--- src/rtl/spi_mf_pkg.sv ---
package spi_mf_pkg;
  localparam int RATE_W = 2;

  localparam logic [1:0] A_CTRL = 2'd0;
  localparam logic [1:0] A_STAT = 2'd1;
  localparam logic [1:0] A_DATA = 2'd2;

  // control register: bit 0 enable, bit 1 master, bit 2 irq enable,
  // bit 3 mode-fault enable, bits 5:4 rate select
  typedef struct packed {
    logic [RATE_W-1:0] rate;
    logic              mfen;
    logic              tie;
    logic              mstr;
    logic              en;
  } ctrl_t;
endpackage

--- src/rtl/spi_mf_baud.sv ---
module spi_mf_baud #(
  parameter int SEL_W      = 2,
  parameter int BASE_SHIFT = 1,
  parameter int STEP_SHIFT = 2
) (
  input  logic             clk,
  input  logic             rst,
  input  logic             run,
  input  logic [SEL_W-1:0] rate,
  output logic             sclk,
  output logic             sample_str,
  output logic             shift_str
);
  localparam int N_RATES = 1 << SEL_W;
  localparam int MAX_DIV = 1 << (BASE_SHIFT + STEP_SHIFT * (N_RATES - 1));
  localparam int CNT_W   = (MAX_DIV > 2) ? $clog2(MAX_DIV) : 1;

  logic [CNT_W-1:0] lim [N_RATES];
  logic [CNT_W-1:0] cnt;
  logic             tick;

  // geometric divisor table, one entry per rate code
  for (genvar g = 0; g < N_RATES; g++) begin : g_rate
    localparam int DIV = 1 << (BASE_SHIFT + STEP_SHIFT * g);
    assign lim[g] = CNT_W'(DIV - 1);
  end

  assign tick       = run & (cnt >= lim[rate]);
  assign sample_str = tick & ~sclk;
  assign shift_str  = tick & sclk;

  always_ff @(posedge clk) begin
    if (rst || !run) begin
      cnt  <= '0;
      sclk <= 1'b0;
    end else if (tick) begin
      cnt  <= '0;
      sclk <= ~sclk;
    end else begin
      cnt <= cnt + 1'b1;
    end
  end

  p_idle_low_r3: assert property (@(posedge clk) disable iff (rst)
    !run |=> !sclk);
endmodule

--- src/rtl/spi_mf_shifter.sv ---
module spi_mf_shifter #(
  parameter int W = 8
) (
  input  logic         clk,
  input  logic         rst,
  input  logic         abort,
  input  logic         load,
  input  logic [W-1:0] ld_data,
  input  logic         sample_str,
  input  logic         shift_str,
  input  logic         bit_in,
  output logic         busy,
  output logic         ser_out,
  output logic [W-1:0] rx_data
);
  localparam int CW = $clog2(W + 1);

  logic [W-1:0]  shreg;
  logic          samp;
  logic [CW-1:0] cnt;

  assign ser_out = shreg[W-1];

  always_ff @(posedge clk) begin
    if (rst) begin
      shreg   <= '0;
      samp    <= 1'b0;
      cnt     <= '0;
      busy    <= 1'b0;
      rx_data <= '0;
    end else if (abort) begin
      busy <= 1'b0;
      cnt  <= '0;
    end else if (load && !busy) begin
      shreg <= ld_data;
      busy  <= 1'b1;
      cnt   <= '0;
    end else if (busy) begin
      if (sample_str && cnt != CW'(W)) begin
        samp <= bit_in;
        cnt  <= cnt + 1'b1;
      end else if (shift_str && cnt != '0) begin
        if (cnt == CW'(W)) begin
          busy    <= 1'b0;
          cnt     <= '0;
          rx_data <= {shreg[W-2:0], samp};
        end else begin
          shreg <= {shreg[W-2:0], samp};
        end
      end
    end
  end

  p_cnt_bound_r4: assert property (@(posedge clk) disable iff (rst)
    busy |-> (cnt <= CW'(W)));
endmodule

--- src/rtl/spi_mf_ctrl.sv ---
module spi_mf_ctrl
  import spi_mf_pkg::*;
#(
  parameter int DATA_W      = 8,
  parameter int SYNC_STAGES = 2,
  parameter int BASE_SHIFT  = 1,
  parameter int STEP_SHIFT  = 2
) (
  input  logic              clk,
  input  logic              rst,
  input  logic [1:0]        bus_addr,
  input  logic              bus_wr,
  input  logic              bus_rd,
  input  logic [DATA_W-1:0] bus_wdata,
  output logic [DATA_W-1:0] bus_rdata,
  output logic              irq,
  input  logic              ss_in,
  output logic              ss_gpio,
  input  logic              sclk_in,
  output logic              sclk_out,
  output logic              sclk_oe,
  input  logic              mosi_in,
  output logic              mosi_out,
  output logic              mosi_oe,
  input  logic              miso_in,
  output logic              miso_out,
  output logic              miso_oe
);
  localparam int CTRL_W = $bits(ctrl_t);

  ctrl_t             ctrl_q;
  logic              mf_flag, clr_armed, tx_empty;
  logic [DATA_W-1:0] txbuf, rx_byte;
  logic [SYNC_STAGES-1:0] ss_sr, sck_sr, mosi_sr;
  logic              sck_d;
  logic              ss_s, sck_s, mosi_s;
  logic              wr_ctrl, wr_data, rd_stat;
  logic              fault_set, abort, load, sh_busy, sh_out;
  logic              m_run, m_sclk, m_sample, m_shift;
  logic              sl_act, sample_str, shift_str, bit_in;

  assign wr_ctrl = bus_wr & (bus_addr == A_CTRL);
  assign wr_data = bus_wr & (bus_addr == A_DATA);
  assign rd_stat = bus_rd & (bus_addr == A_STAT);

  // input synchronisers
  always_ff @(posedge clk) begin
    if (rst) begin
      ss_sr   <= '1;
      sck_sr  <= '0;
      mosi_sr <= '0;
      sck_d   <= 1'b0;
    end else begin
      ss_sr   <= {ss_sr[SYNC_STAGES-2:0], ss_in};
      sck_sr  <= {sck_sr[SYNC_STAGES-2:0], sclk_in};
      mosi_sr <= {mosi_sr[SYNC_STAGES-2:0], mosi_in};
      sck_d   <= sck_s;
    end
  end
  assign ss_s   = ss_sr[SYNC_STAGES-1];
  assign sck_s  = sck_sr[SYNC_STAGES-1];
  assign mosi_s = mosi_sr[SYNC_STAGES-1];

  assign fault_set = ctrl_q.en & ctrl_q.mstr & ctrl_q.mfen & ~ss_s;
  assign abort     = fault_set | ~ctrl_q.en;
  assign load      = ~tx_empty & ~sh_busy & ctrl_q.en & ~abort;

  // register file, fault flag and transmit holding register
  always_ff @(posedge clk) begin
    if (rst) begin
      ctrl_q    <= '0;
      mf_flag   <= 1'b0;
      clr_armed <= 1'b0;
      tx_empty  <= 1'b1;
      txbuf     <= '0;
      bus_rdata <= '0;
    end else begin
      if (wr_ctrl) ctrl_q <= ctrl_t'(bus_wdata[CTRL_W-1:0]);
      if (fault_set) ctrl_q.mstr <= 1'b0;

      if (fault_set) mf_flag <= 1'b1;
      else if (wr_ctrl && clr_armed) mf_flag <= 1'b0;

      if (wr_ctrl) clr_armed <= 1'b0;
      else if (rd_stat && mf_flag) clr_armed <= 1'b1;

      if (wr_data) begin
        txbuf    <= bus_wdata;
        tx_empty <= 1'b0;
      end else if (load) begin
        tx_empty <= 1'b1;
      end

      if (bus_rd) begin
        case (bus_addr)
          A_CTRL:  bus_rdata <= DATA_W'(ctrl_q);
          A_STAT:  bus_rdata <= DATA_W'({mf_flag, tx_empty});
          A_DATA:  bus_rdata <= rx_byte;
          default: bus_rdata <= '0;
        endcase
      end
    end
  end

  assign m_run = sh_busy & ctrl_q.en & ctrl_q.mstr;

  spi_mf_baud #(
    .SEL_W(RATE_W), .BASE_SHIFT(BASE_SHIFT), .STEP_SHIFT(STEP_SHIFT)
  ) u_baud (
    .clk(clk), .rst(rst), .run(m_run), .rate(ctrl_q.rate),
    .sclk(m_sclk), .sample_str(m_sample), .shift_str(m_shift)
  );

  assign sl_act     = ctrl_q.en & ~ctrl_q.mstr & ~ss_s;
  assign sample_str = ctrl_q.mstr ? m_sample : (sl_act & sck_s & ~sck_d);
  assign shift_str  = ctrl_q.mstr ? m_shift  : (sl_act & ~sck_s & sck_d);
  assign bit_in     = ctrl_q.mstr ? miso_in : mosi_s;

  spi_mf_shifter #(.W(DATA_W)) u_shift (
    .clk(clk), .rst(rst), .abort(abort), .load(load), .ld_data(txbuf),
    .sample_str(sample_str), .shift_str(shift_str), .bit_in(bit_in),
    .busy(sh_busy), .ser_out(sh_out), .rx_data(rx_byte)
  );

  assign irq      = tx_empty & ctrl_q.tie;
  assign ss_gpio  = ~ctrl_q.en | (ctrl_q.mstr & ~ctrl_q.mfen);
  assign sclk_out = m_sclk;
  assign sclk_oe  = ctrl_q.en & ctrl_q.mstr;
  assign mosi_out = sh_out;
  assign mosi_oe  = ctrl_q.en & ctrl_q.mstr;
  assign miso_out = sh_out;
  assign miso_oe  = ctrl_q.en & ~ctrl_q.mstr & ~ss_s;

  p_txe_clear_r2: assert property (@(posedge clk) disable iff (rst)
    wr_data |=> !tx_empty);

  p_mf_needs_enable_r5: assert property (@(posedge clk) disable iff (rst)
    $rose(mf_flag) |-> $past(ctrl_q.mfen));

  p_mf_sticky_r6: assert property (@(posedge clk) disable iff (rst)
    ($past(mf_flag) && !mf_flag) |-> $past(clr_armed && wr_ctrl));

  p_fault_exit_r7: assert property (@(posedge clk) disable iff (rst)
    $rose(mf_flag) |-> (!ctrl_q.mstr && !sh_busy));
endmodule

--- config.mk ---
export PLATFORM = sky130hd
export DESIGN_NAME = spi_mf_ctrl
export DESIGN_NICKNAME = d
export VERILOG_FILES = /design/src/rtl/spi_mf_pkg.sv /design/src/rtl/spi_mf_baud.sv /design/src/rtl/spi_mf_shifter.sv /design/src/rtl/spi_mf_ctrl.sv
export SDC_FILE = /design/constraint.sdc
export NUM_CORES = 1
export LEC_CHECK = 0
export ABC_AREA = 1
export BUFFER_PORTS_ARGS = -buffer_cell sky130_fd_sc_hd__buf_2
export CAP_MARGIN = 20
export CORE_ASPECT_RATIO = 0.5
export CORE_MARGIN = 5
export CORE_UTILIZATION = 40
export DETAILED_ROUTE_END_ITERATION = 8
export PLACE_DENSITY = 0.6
export SYNTH_ARGS = -nofsm -noshare
export SYNTH_HDL_FRONTEND = slang
export SYNTH_SLANG_ARGS = --single-unit
--- constraint.sdc ---
create_clock -name clk -period 3.2 [get_ports clk]
set_input_delay 0.16 -clock clk [delete_from_list [all_inputs] [get_ports clk]]
set_output_delay 0.16 -clock clk [all_outputs]
set_load 0.02 [all_outputs]
==> results of run 1 <==
==> worst register-to-register path, stage by stage (launching register included) <==
cell and delay, ns:
dfxtp_1 0.38, nand2_1 0.09, ha_1 0.30, nand2_1 0.08, nor2_1 0.11, nand3_1 0.07, nand2_1 0.11, nand3_1 0.08
nand2_1 0.17, nand4_2 0.14, nand2_4 0.19, nand2_1 0.08, nand2_1 0.06, nor2_1 0.04
==> power breakdown <==
group	switching (mW)	total (mW)	leakage [nW]	internal, mW
combinational	0.0681	0.103	0.890	0.0347
sequential	0.0101	0.803	0.504	0.793
clock	0.323	0.927	0.142	0.604
total	0.401	1.83	1.54	1.43
==> worst min-delay path by stage <==
stage | start | end | slack (ns)
finish | ss_in | ss_sr[0] | 0.01
global route | ss_in | ss_sr[0] | 0.01
CTS | ss_in | ss_sr[0] | 0.005
detailed placement | ss_in | ss_sr[0] | 0.35
global placement | ss_in | ss_sr[0] | 0.34
floorplan | ss_in | ss_sr[0] | 0.26
==> cell families after synthesis <==
family          Yosys count  synth area share (%)
simple gates            188                  28.1
flops                    62                  42.7
xor+xnor                  6                  1.81
buf+inv                  77                  11.3
compound gates           63                  12.3
fa+ha+maj                 9                  3.87
==> area by class of cell <==
class / count / area, µm² / area share, %
inverter: 63 / 236 / 6.96
multi-input combinational: 266 / 1340 / 39.4
tap: 96 / 120 / 3.54
timing repair buffer: 34 / 173 / 5.08
sequential: 62 / 1240 / 36.5
clock buffer: 15 / 288 / 8.47
==> registers in the layout, summed over array words and instances (netlist names), 2 cells and up <==
register,flops
txbuf,8
ss_sr,2
mosi_sr,2
u_baud.cnt,7
u_shift.rx_data,8
u_shift.shreg,8
ctrl_q,6
sck_sr,2
u_shift.cnt,4
bus_rdata,8
==> metrics by stage <==
stage / worst slack (ns) / instance area [µm²] / utilization (%) / total power [mW] / std cells
floorplan: 1.39 / 2910 / - / 0.887 / 405
global placement: 1.27 / 3110 / 43.3 / 0.921 / 521
detailed placement: 1.20 / 3110 / 43.3 / 0.922 / 521
CTS: 1.19 / 3400 / 47.3 / 1.86 / 536
global route: 0.918 / 3400 / 47.3 / 1.90 / 536
finish: 1.21 / 3400 / 47.3 / 1.83 / 536
==> cell usage in the layout (no fill, tap or decap), types with 2 or more instances in the layout <==
cell type	netlist	final
a21oi_1	24	24
or2_2	2	2
clkbuf_1	6	2
nor3_1	3	3
xor2_1	4	4
nand3_1	16	16
o221ai_1	6	6
nor2_4	2	2
ha_1	9	9
nand2_1	86	86
buf_2	1	33
nor2_1	72	72
clkbuf_16	0	9
clkbuf_8	0	4
o21ai_0	31	31
dfxtp_1	62	62
xnor2_1	2	2
inv_1	62	62
==> routing by layer <==
| metal | vias up | GRT usage [%] | wire length, µm |
|---|---|---|---|
| li1 | 1328 | - | - |
| met1 | 1082 | 18.6 | 3040 |
| met2 | 28 | 21.9 | 2660 |
| met3 | 9 | 5.81 | 219 |
| met4 | 0 | 5.25 | 119 |
| met5 | - | 0 | 0 |
==> Yosys cell counts <==
master	count
clkbuf_1	6
nand2_4	1
nor3_1	3
o211ai_1	1
xor2_1	4
or2_0	1
or2_2	2
inv_2	1
o221ai_1	6
nand2_1	86
xnor2_1	2
o21ai_0	31
nand3b_4	1
buf_4	3
buf_8	1
nand4_4	1
buf_1	1
buf_2	1
a21oi_1	24
buf_6	2
nor3_4	1
nor2_1	72
nand3_1	16
nand2_2	1
nand4_2	1
inv_1	62
nor2_4	2
dfxtp_1	62
a22oi_4	1
ha_1	9
==> results.toml, run 1 <==
[finish]
drive_above_1_share_pct = 13.4
diodes = 0
nNetsFinal = 463
fillers = 751
layout-area-overhead-vs-synth_pct = 16.8

[detailed_routing]
route.detailed.drc = 0
num_vias = 2447
dr.first_iter.drc_count = 188
wl_per_cell_um = 11.3
routed_wl_um = 6040
vias_per_cell = 4.57
firstDrtPassIters = 4
final_antenna_net_count = 0

[synthesis]
syn_inst = 405
yosys.area.top_type = "dfxtp_1"
yosysUniqueCellTypes = 30
ys_ff_latch = 62
netlist_area_mm2 = 0.00291
synth-seq-area-share_pct = 42.7
synth_fp_nets = 432
synthTopCellsByArea = "dfxtp_1 (43%), nand2_1 (11%), nor2_1 (9.3%), inv_1 (8.0%), o21ai_0 (5.3%)"
synth.top_cell.area_share_pct = 42.7
syn_area_per_cell_um2 = 7.18
ys_warn_count = 0

[cts]
clock_latency_ns = 0.33
ctsResizeCount = 0
clkTransAtPathRegs_ns = 0.05
root_buffer = "clkbuf_16"
clock-sinks = 62
clock_path_buffers = 2
h-tree-depth = 3
hold_buffers = 0
cts_buffers = 9
postCtsSetupBuffers = 0
cts_tree = "built"

[critical_path]
critPathBufInv = 0
crit_type = "reg -> reg"
cp.depth = 13
crit_chain = "nand2_1, ha_1, nand2_1, nor2_1, nand3_1, nand2_1, nand3_1, nand2_1, nand4_2, nand2_4, nand2_1, nand2_1, nor2_1"
arrival_ns = 2.21
timing.rr.end = "u_shift.shreg[3]"
crit_family = "simple AND/OR/NAND/NOR gates"
path_max_fanout = 16
start_kind = "flip-flop"
critPathCaptureType = "flip-flop"
reg2regPathDepth = 13
slowest_stage = "dfxtp_1"
r2r-start = "ctrl_q[4]"
worstSetupStartpoint = "ctrl_q[4]"
cpPeakStageDelay_ns = 0.38
worstSetupEndpoint = "u_shift.shreg[3]"
r2r_slack_ns = 1.21
crit_required_ns = 3.43
crit_path_frequent_cell = "nand2_1"

[sta]
worst_slew_pin_slew_ns = 0.485
setup_viol = 0
timing.final.hold_violations = 0
finalCritPeriodShare_pct = 62.0
max_clock_freq_mhz = 504
finClkSkew_ns = 0.00373
rsz0062_at_grt = "false"
maxSlewHeadroom_pct = 67.6
finalSetupTns_ns = 0
whs_ns = 0.0111
slew_violations = 0
period_minus_slack_ns = 1.99

[floorplan]
die-area_mm2 = 0.00918
dieWidth_um = 131
fp.dieH_um = 70.3
fp.coreArea_mm2 = 0.00718
ios = 34
core.rowCount = 22
initial_core_util_pct = 40.5

[global_routing]
grt_pass1_wl_um = 10500
overflow = 0
grt_pass1_vias = 2253
antenna_found_initial = 0
grt_max_degree = 39
grt_use_total_pct = 14.5

[status]
status = "finished, final reports clean"

[min_path]
hp-class = "in -> reg"
min_delay_path_depth = 2

[place]
hpwl_um = 4390
gp_congestion = 0.751
io_buffers = 33

[pwr]
leakage_nw = 1.54
ir_drop_mv = 0.251
p_per_area_mw_per_mm2 = 540

[flow_run]
cap_viol_max_count = 0
Note: power is estimated with default switching activity, not from simulation.
==> inputs of run 2 (changes only) <==
ABC_AREA = 0   (was 1)
clock period = 2 ns   (was 3.2 ns; I/O delays follow)
==> results.toml, run 2 <==
[detailed_routing]
wl_met2_um = 3080
wl_met1_um = 3210
wl_per_cell_um = 15.0
vias_per_cell = 5.10
firstDrtPassIters = 5
routed_wl_um = 6770
num_vias = 2306
route.met3.wl_um = 385
route.detailed.drc = 0
top_layer = "met4"
dr.first_iter.drc_count = 190
final_antenna_net_count = 0

[sta]
whs_ns = 0.0486
maxSlewHeadroom_pct = 64.0
slew_violations = 0
setup_slack_ns = -0.191
finalCritPeriodShare_pct = 110
setup_viol = 28
rsz0062_at_grt = "true"
period_minus_slack_ns = 2.19
timing.final.hold_violations = 0
worst_slew_pin_slew_ns = 0.536
finClkSkew_ns = 0.00469
max_clock_freq_mhz = 456

[cts]
h-tree-depth = 3
clock_latency_ns = 0.32
root_buffer = "clkbuf_16"
clock-sinks = 62
clock_path_buffers = 2
cts_buffers = 9
clkTransAtPathRegs_ns = 0.05
cts_tree = "built"

[synthesis]
ys_warn_count = 0
synth-seq-area-share_pct = 44.6
synthMostInstantiatedCell = "dfxtp_1"
synthTopCellsByArea = "dfxtp_1 (45%), mux2i_1 (8.6%), nor2_1 (7.6%), ha_1 (4.0%), a21oi_1 (3.2%)"
netlist_top_cells_count = "dfxtp_1 (62), nor2_1 (56), mux2i_1 (24), a21oi_1 (18), nand2_1 (17)"
synth_edf_count = 0
synth.top_cell.area_share_pct = 44.6
synthArstFlopShare_pct = 0
yosys.area.top_type = "dfxtp_1"
yosysUniqueCellTypes = 46
syn_area_per_cell_um2 = 9.24
ys_ff_latch = 62
synth_fp_nets = 328
syn_inst = 301
netlist_area_mm2 = 0.00278
synth_ff_type = "dfxtp_1"

[floorplan]
fp.dieH_um = 69.0
initial_core_util_pct = 41.4
core.rowCount = 21
dieWidth_um = 128
fp.coreArea_mm2 = 0.00673
die-area_mm2 = 0.00883
ios = 34

[place]
pre_cts_ws_ns = -0.331
placed_cells = 429
gp_congestion = 0.780
io_buffers = 33
hpwl_um = 4880

[critical_path]
r2r-start = "ctrl_q[5]"
path_max_fanout = 8
cpPeakStageDelay_ns = 0.38
slowest_stage = "dfxtp_4"
crit_chain = "inv_2, ha_1, nand4_1, a21oi_4, o311ai_4, buf_6, a211oi_4, buf_12, mux2i_1, nor2_1"
start_kind = "flip-flop"
crit_type = "reg -> reg"
timing.rr.end = "u_shift.rx_data[4]"
crit_family = "compound AO/OA/AOI/OAI gates"
r2r_slack_ns = -0.19
arrival_ns = 2.39
critPathCaptureType = "flip-flop"
critPathBufInv = 3
crit_required_ns = 2.20
worstSetupStartpoint = "ctrl_q[5]"
reg2regPathDepth = 10

[pwr]
p_sw_mw = 0.650
clockPowerShare_pct = 53.5
power.total_mw = 3.06
ir_drop_mv = 0.456
seqPwrFrac_pct = 41.6
leakage_nw = 1.46
swShare_pct = 21.3
p_per_area_mw_per_mm2 = 834
p_int_mw = 2.41
combPwrFrac_pct = 4.9

[global_routing]
antenna_found_initial = 0
grt_pass1_wl_um = 11700
grt_max_degree = 42
overflow = 0
grt_pass1_vias = 2340
grt_use_total_pct = 17.2

[min_path]
hold_start = "bus_wdata[2]"
min_delay_path_depth = 3
hp-class = "in -> reg"
hold_end = "ctrl_q[2]"

[finish]
diodes = 0
final_cell_mix = "dfxtp_1 (60), nor2_1 (54), buf_2 (33)"
fin_cells = 452
final_core_util_pct = 54.5
nNetsFinal = 382
layout_commonest_cell = "dfxtp_1"
layout-area-overhead-vs-synth_pct = 31.7
drive_above_1_share_pct = 28.9

[status]
status = "complete, but fails checks"
violations = "negative setup slack"

[flow_run]
cap_viol_max_count = 0
-- run 2: power by group through the flow --
stage                     combinational [mW]  sequential [mW]  clock (mW)
final                                  0.149             1.27        1.63
after floorplan                       0.0892             1.30           0
after global placement                 0.133             1.30           0
after detailed placement               0.135             1.30           0
after global routing                   0.166             1.27        1.73
after CTS                              0.147             1.27        1.66
-- run 2: worst register-to-register path, stage by stage, from the launching register on --
cell and delay, ns:
dfxtp_4 0.38, inv_2 0.07, ha_1 0.29, nand4_1 0.13, a21oi_4 0.21, o311ai_4 0.15
buf_6 0.16, a211oi_4 0.24, buf_12 0.17, mux2i_1 0.20, nor2_1 0.06
-- run 2: worst max-delay path by stage --
| stage | slack (ns) | to | cells past startpoint |
|---|---|---|---|
| 3_5_place_dp | -0.33 | u_shift.shreg[3] | 8 |
| 6_report | -0.19 | u_shift.rx_data[4] | 10 |
| 3_3_place_gp | -0.23 | u_shift.busy | 9 |
| 5_1_grt | -0.32 | u_shift.rx_data[4] | 10 |
| 4_1_cts | -0.18 | u_shift.rx_data[4] | 10 |
| 2_1_floorplan | -0.03 | u_shift.shreg[7] | 8 |
-- run 2: area by class of cell --
cell class / instances / area (µm²)
multi-input cells: 214 / 1560
fillers: 608 / 3060
clock inverters: 6 / 86.3
inverters: 8 / 30.0
well taps: 92 / 115
clock buffers: 10 / 229
flip-flops and latches: 62 / 1250
repair buffers: 60 / 392
-- run 2: stage by stage --
stage	TNS (ns)	area (µm²)
floorplan	-0.291	2790
global placement	-3.71	3140
detailed placement	-5.66	3140
CTS	-2.95	3630
global route	-7.00	3660
finish	-3.52	3660
-- run 2: cells by family after synthesis --
| kind of cell | after synthesis | share of synthesized area [%] |
|---|---|---|
| AO/OA/AOI/OAI | 48 | 12.9 |
| XOR/XNOR | 6 | 1.89 |
| adder cells (fa/ha/maj) | 9 | 4.05 |
| buffers and inverters | 26 | 4.63 |
| flip-flops | 62 | 44.6 |
| multiplexers | 24 | 8.63 |
| AND/OR/NAND/NOR | 126 | 23.3 |
-- run 2: layer usage --
layer	up-vias	global-route usage (%)
li1	1162	-
met1	1089	22.0
met4	0	5.69
met2	46	28.0
met5	-	0
met3	9	5.54
-- run 2: repair_timing --
action | in CTS | in global routing
buffers inserted | 1 | 2
hold buffers | 3 | 0
setup endpoints to repair | 29 | 30
gates cloned | 1 | 0
pin swaps | 16 | 5
hold endpoints to repair | 3 | 0
gates resized for setup | 27 | 4
==> inputs of run 3 (changes only) <==
BUFFER_PORTS_ARGS = -buffer_cell sky130_fd_sc_hd__clkbuf_2   (was -buffer_cell sky130_fd_sc_hd__buf_2)
HOLD_SLACK_MARGIN = 0.06   (was not set)
==> results.toml, run 3 (same netlist as run 2, synthesis figures left out) <==
[floorplan]
fp.coreArea_mm2 = 0.00673
ios = 34
core.rowCount = 21
dieWidth_um = 128
initial_core_util_pct = 41.4
die-area_mm2 = 0.00883
fp.dieH_um = 69.0

[critical_path]
crit_required_ns = 2.22
crit_family = "compound AO/OA/AOI/OAI gates"
crit_chain = "inv_2, ha_4, nand4_1, a21oi_4, o311ai_4, buf_4, a2111o_1, o221a_1"
critPathCaptureType = "flip-flop"
r2r_slack_ns = -0.27
path_max_fanout = 4
start_kind = "flip-flop"
crit_type = "reg -> reg"
slowest_stage = "a2111o_1"
reg2regPathDepth = 8
r2r-start = "ctrl_q[5]"
critPathBufInv = 2
arrival_ns = 2.48
cpPeakStageDelay_ns = 0.43
timing.rr.end = "u_shift.shreg[0]"

[sta]
setup_viol = 21
worst_slew_pin_slew_ns = 0.364
finalSetupTns_ns = -4.26
finClkSkew_ns = 0.00527
setup_slack_ns = -0.266
finalCritPeriodShare_pct = 113
rsz0062_at_grt = "true"
timing.final.hold_violations = 0
max_clock_freq_mhz = 441
period_minus_slack_ns = 2.27
whs_ns = 0.158
slew_violations = 0
maxSlewHeadroom_pct = 75.6

[finish]
fin_cells = 460
layout_commonest_cell = "dfxtp_1"
drive_above_1_share_pct = 29.3
multi_input_area_mm2 = 0.00159
fillers = 631
layout-area-overhead-vs-synth_pct = 35.7
diodes = 0
final_cell_mix = "dfxtp_1 (60), nor2_1 (49), clkbuf_2 (33)"
seqCellArea_mm2 = 0.00125
nNetsFinal = 390

[status]
status = "complete, but fails checks"
violations = "negative setup slack"

[pwr]
power.total_mw = 3.10
p_per_area_mw_per_mm2 = 821
leakage_nw = 1.49
ir_drop_mv = 0.445

[global_routing]
antenna_found_initial = 0
grt_use_total_pct = 17.3
grt_max_degree = 30
grt_pass1_vias = 2300
grt_pass1_wl_um = 11700
overflow = 0

[cts]
cts_tree = "built"
h-tree-depth = 3
clock_latency_ns = 0.33
root_buffer = "clkbuf_16"
clock_path_buffers = 2
clock-sinks = 62
clkTransAtPathRegs_ns = 0.06
cts_buffers = 9

[min_path]
hold_start = "bus_wr"
min_delay_path_depth = 3
hold_end = "txbuf[5]"
hp-class = "in -> reg"

[flow_run]
cap_viol_max_count = 0

[place]
hpwl_um = 4790
placed_cells = 431
io_buffers = 33
gp_congestion = 0.797

[detailed_routing]
final_antenna_net_count = 0
wl_per_cell_um = 15.1
route.detailed.drc = 0
dr.first_iter.drc_count = 160
firstDrtPassIters = 4
routed_wl_um = 6940
vias_per_cell = 5.06
num_vias = 2326
==> run 3: cell types whose count changed in the layout (fill, tap and decap cells not counted), moves of 2 or more <==
cell / delta
nor2_1: -5
clkbuf_2: +33
a21oi_1: +2
a21oi_2: -2
dlygate4sd3_1: +8
nor2_2: +4
buf_2: -33
clkinv_4: +2
==> run 3: worst min-delay path: stages <==
cell and delay [ns]:
clkbuf_2 0.17, nand3_1 0.11, a21oi_1 0.05
==> run 3: cell type report <==
cell class              count  area share [%]
inverters                   8           0.795
clock inverters             7            2.62
flip-flops and latches     62            33.1
clock buffers               9            5.96
multi-input cells         214            42.0
repair buffers             68            12.5
well taps                  92            3.05
==> run 3: worst max-delay path by stage <==
stage	start	to	cells after the start
after floorplan	ctrl_q[4]	u_shift.shreg[7]	8
after global placement	ctrl_q[5]	u_shift.shreg[7]	8
after detailed placement	ctrl_q[5]	u_shift.shreg[2]	7
after CTS	ctrl_q[5]	u_shift.shreg[5]	7
after global routing	ctrl_q[5]	u_shift.shreg[1]	8
final	ctrl_q[5]	u_shift.shreg[0]	8
==> run 3: per-stage QoR <==
stage / worst slack, ns / area [µm²] / util (%)
floorplan: -0.0336 / 2790 / -
global placement: -0.195 / 3160 / 47.0
detailed placement: -0.271 / 3160 / 47.0
CTS: -0.162 / 3760 / 55.9
global route: -0.343 / 3780 / 56.1
finish: -0.266 / 3780 / 56.1
==> run 3: timing repair <==
item / 4_1_cts / 5_1_grt
buffers inserted: 1 / 0
hold buffers: 11 / 0
resized for setup: 28 / 7
pin swaps: 18 / 9
endpoints found under the hold margin: 14 / 0
endpoints found under the setup margin: 29 / 29
cloned: 1 / 0
==> run 3: per-layer routing <==
layer	vias to the layer above	global-route usage [%]	part of all wire (%)
li1	1175	-	-
met2	37	28.0	45
met3	7	5.38	4.5
met1	1107	22.6	49
met5	-	0	0
met4	0	4.76	1.0
==> run 3: report_power, final <==
group	switching [mW]	internal (mW)
Combinational	0.0901	0.0764
Sequential	0.0172	1.25
Clock	0.570	1.09
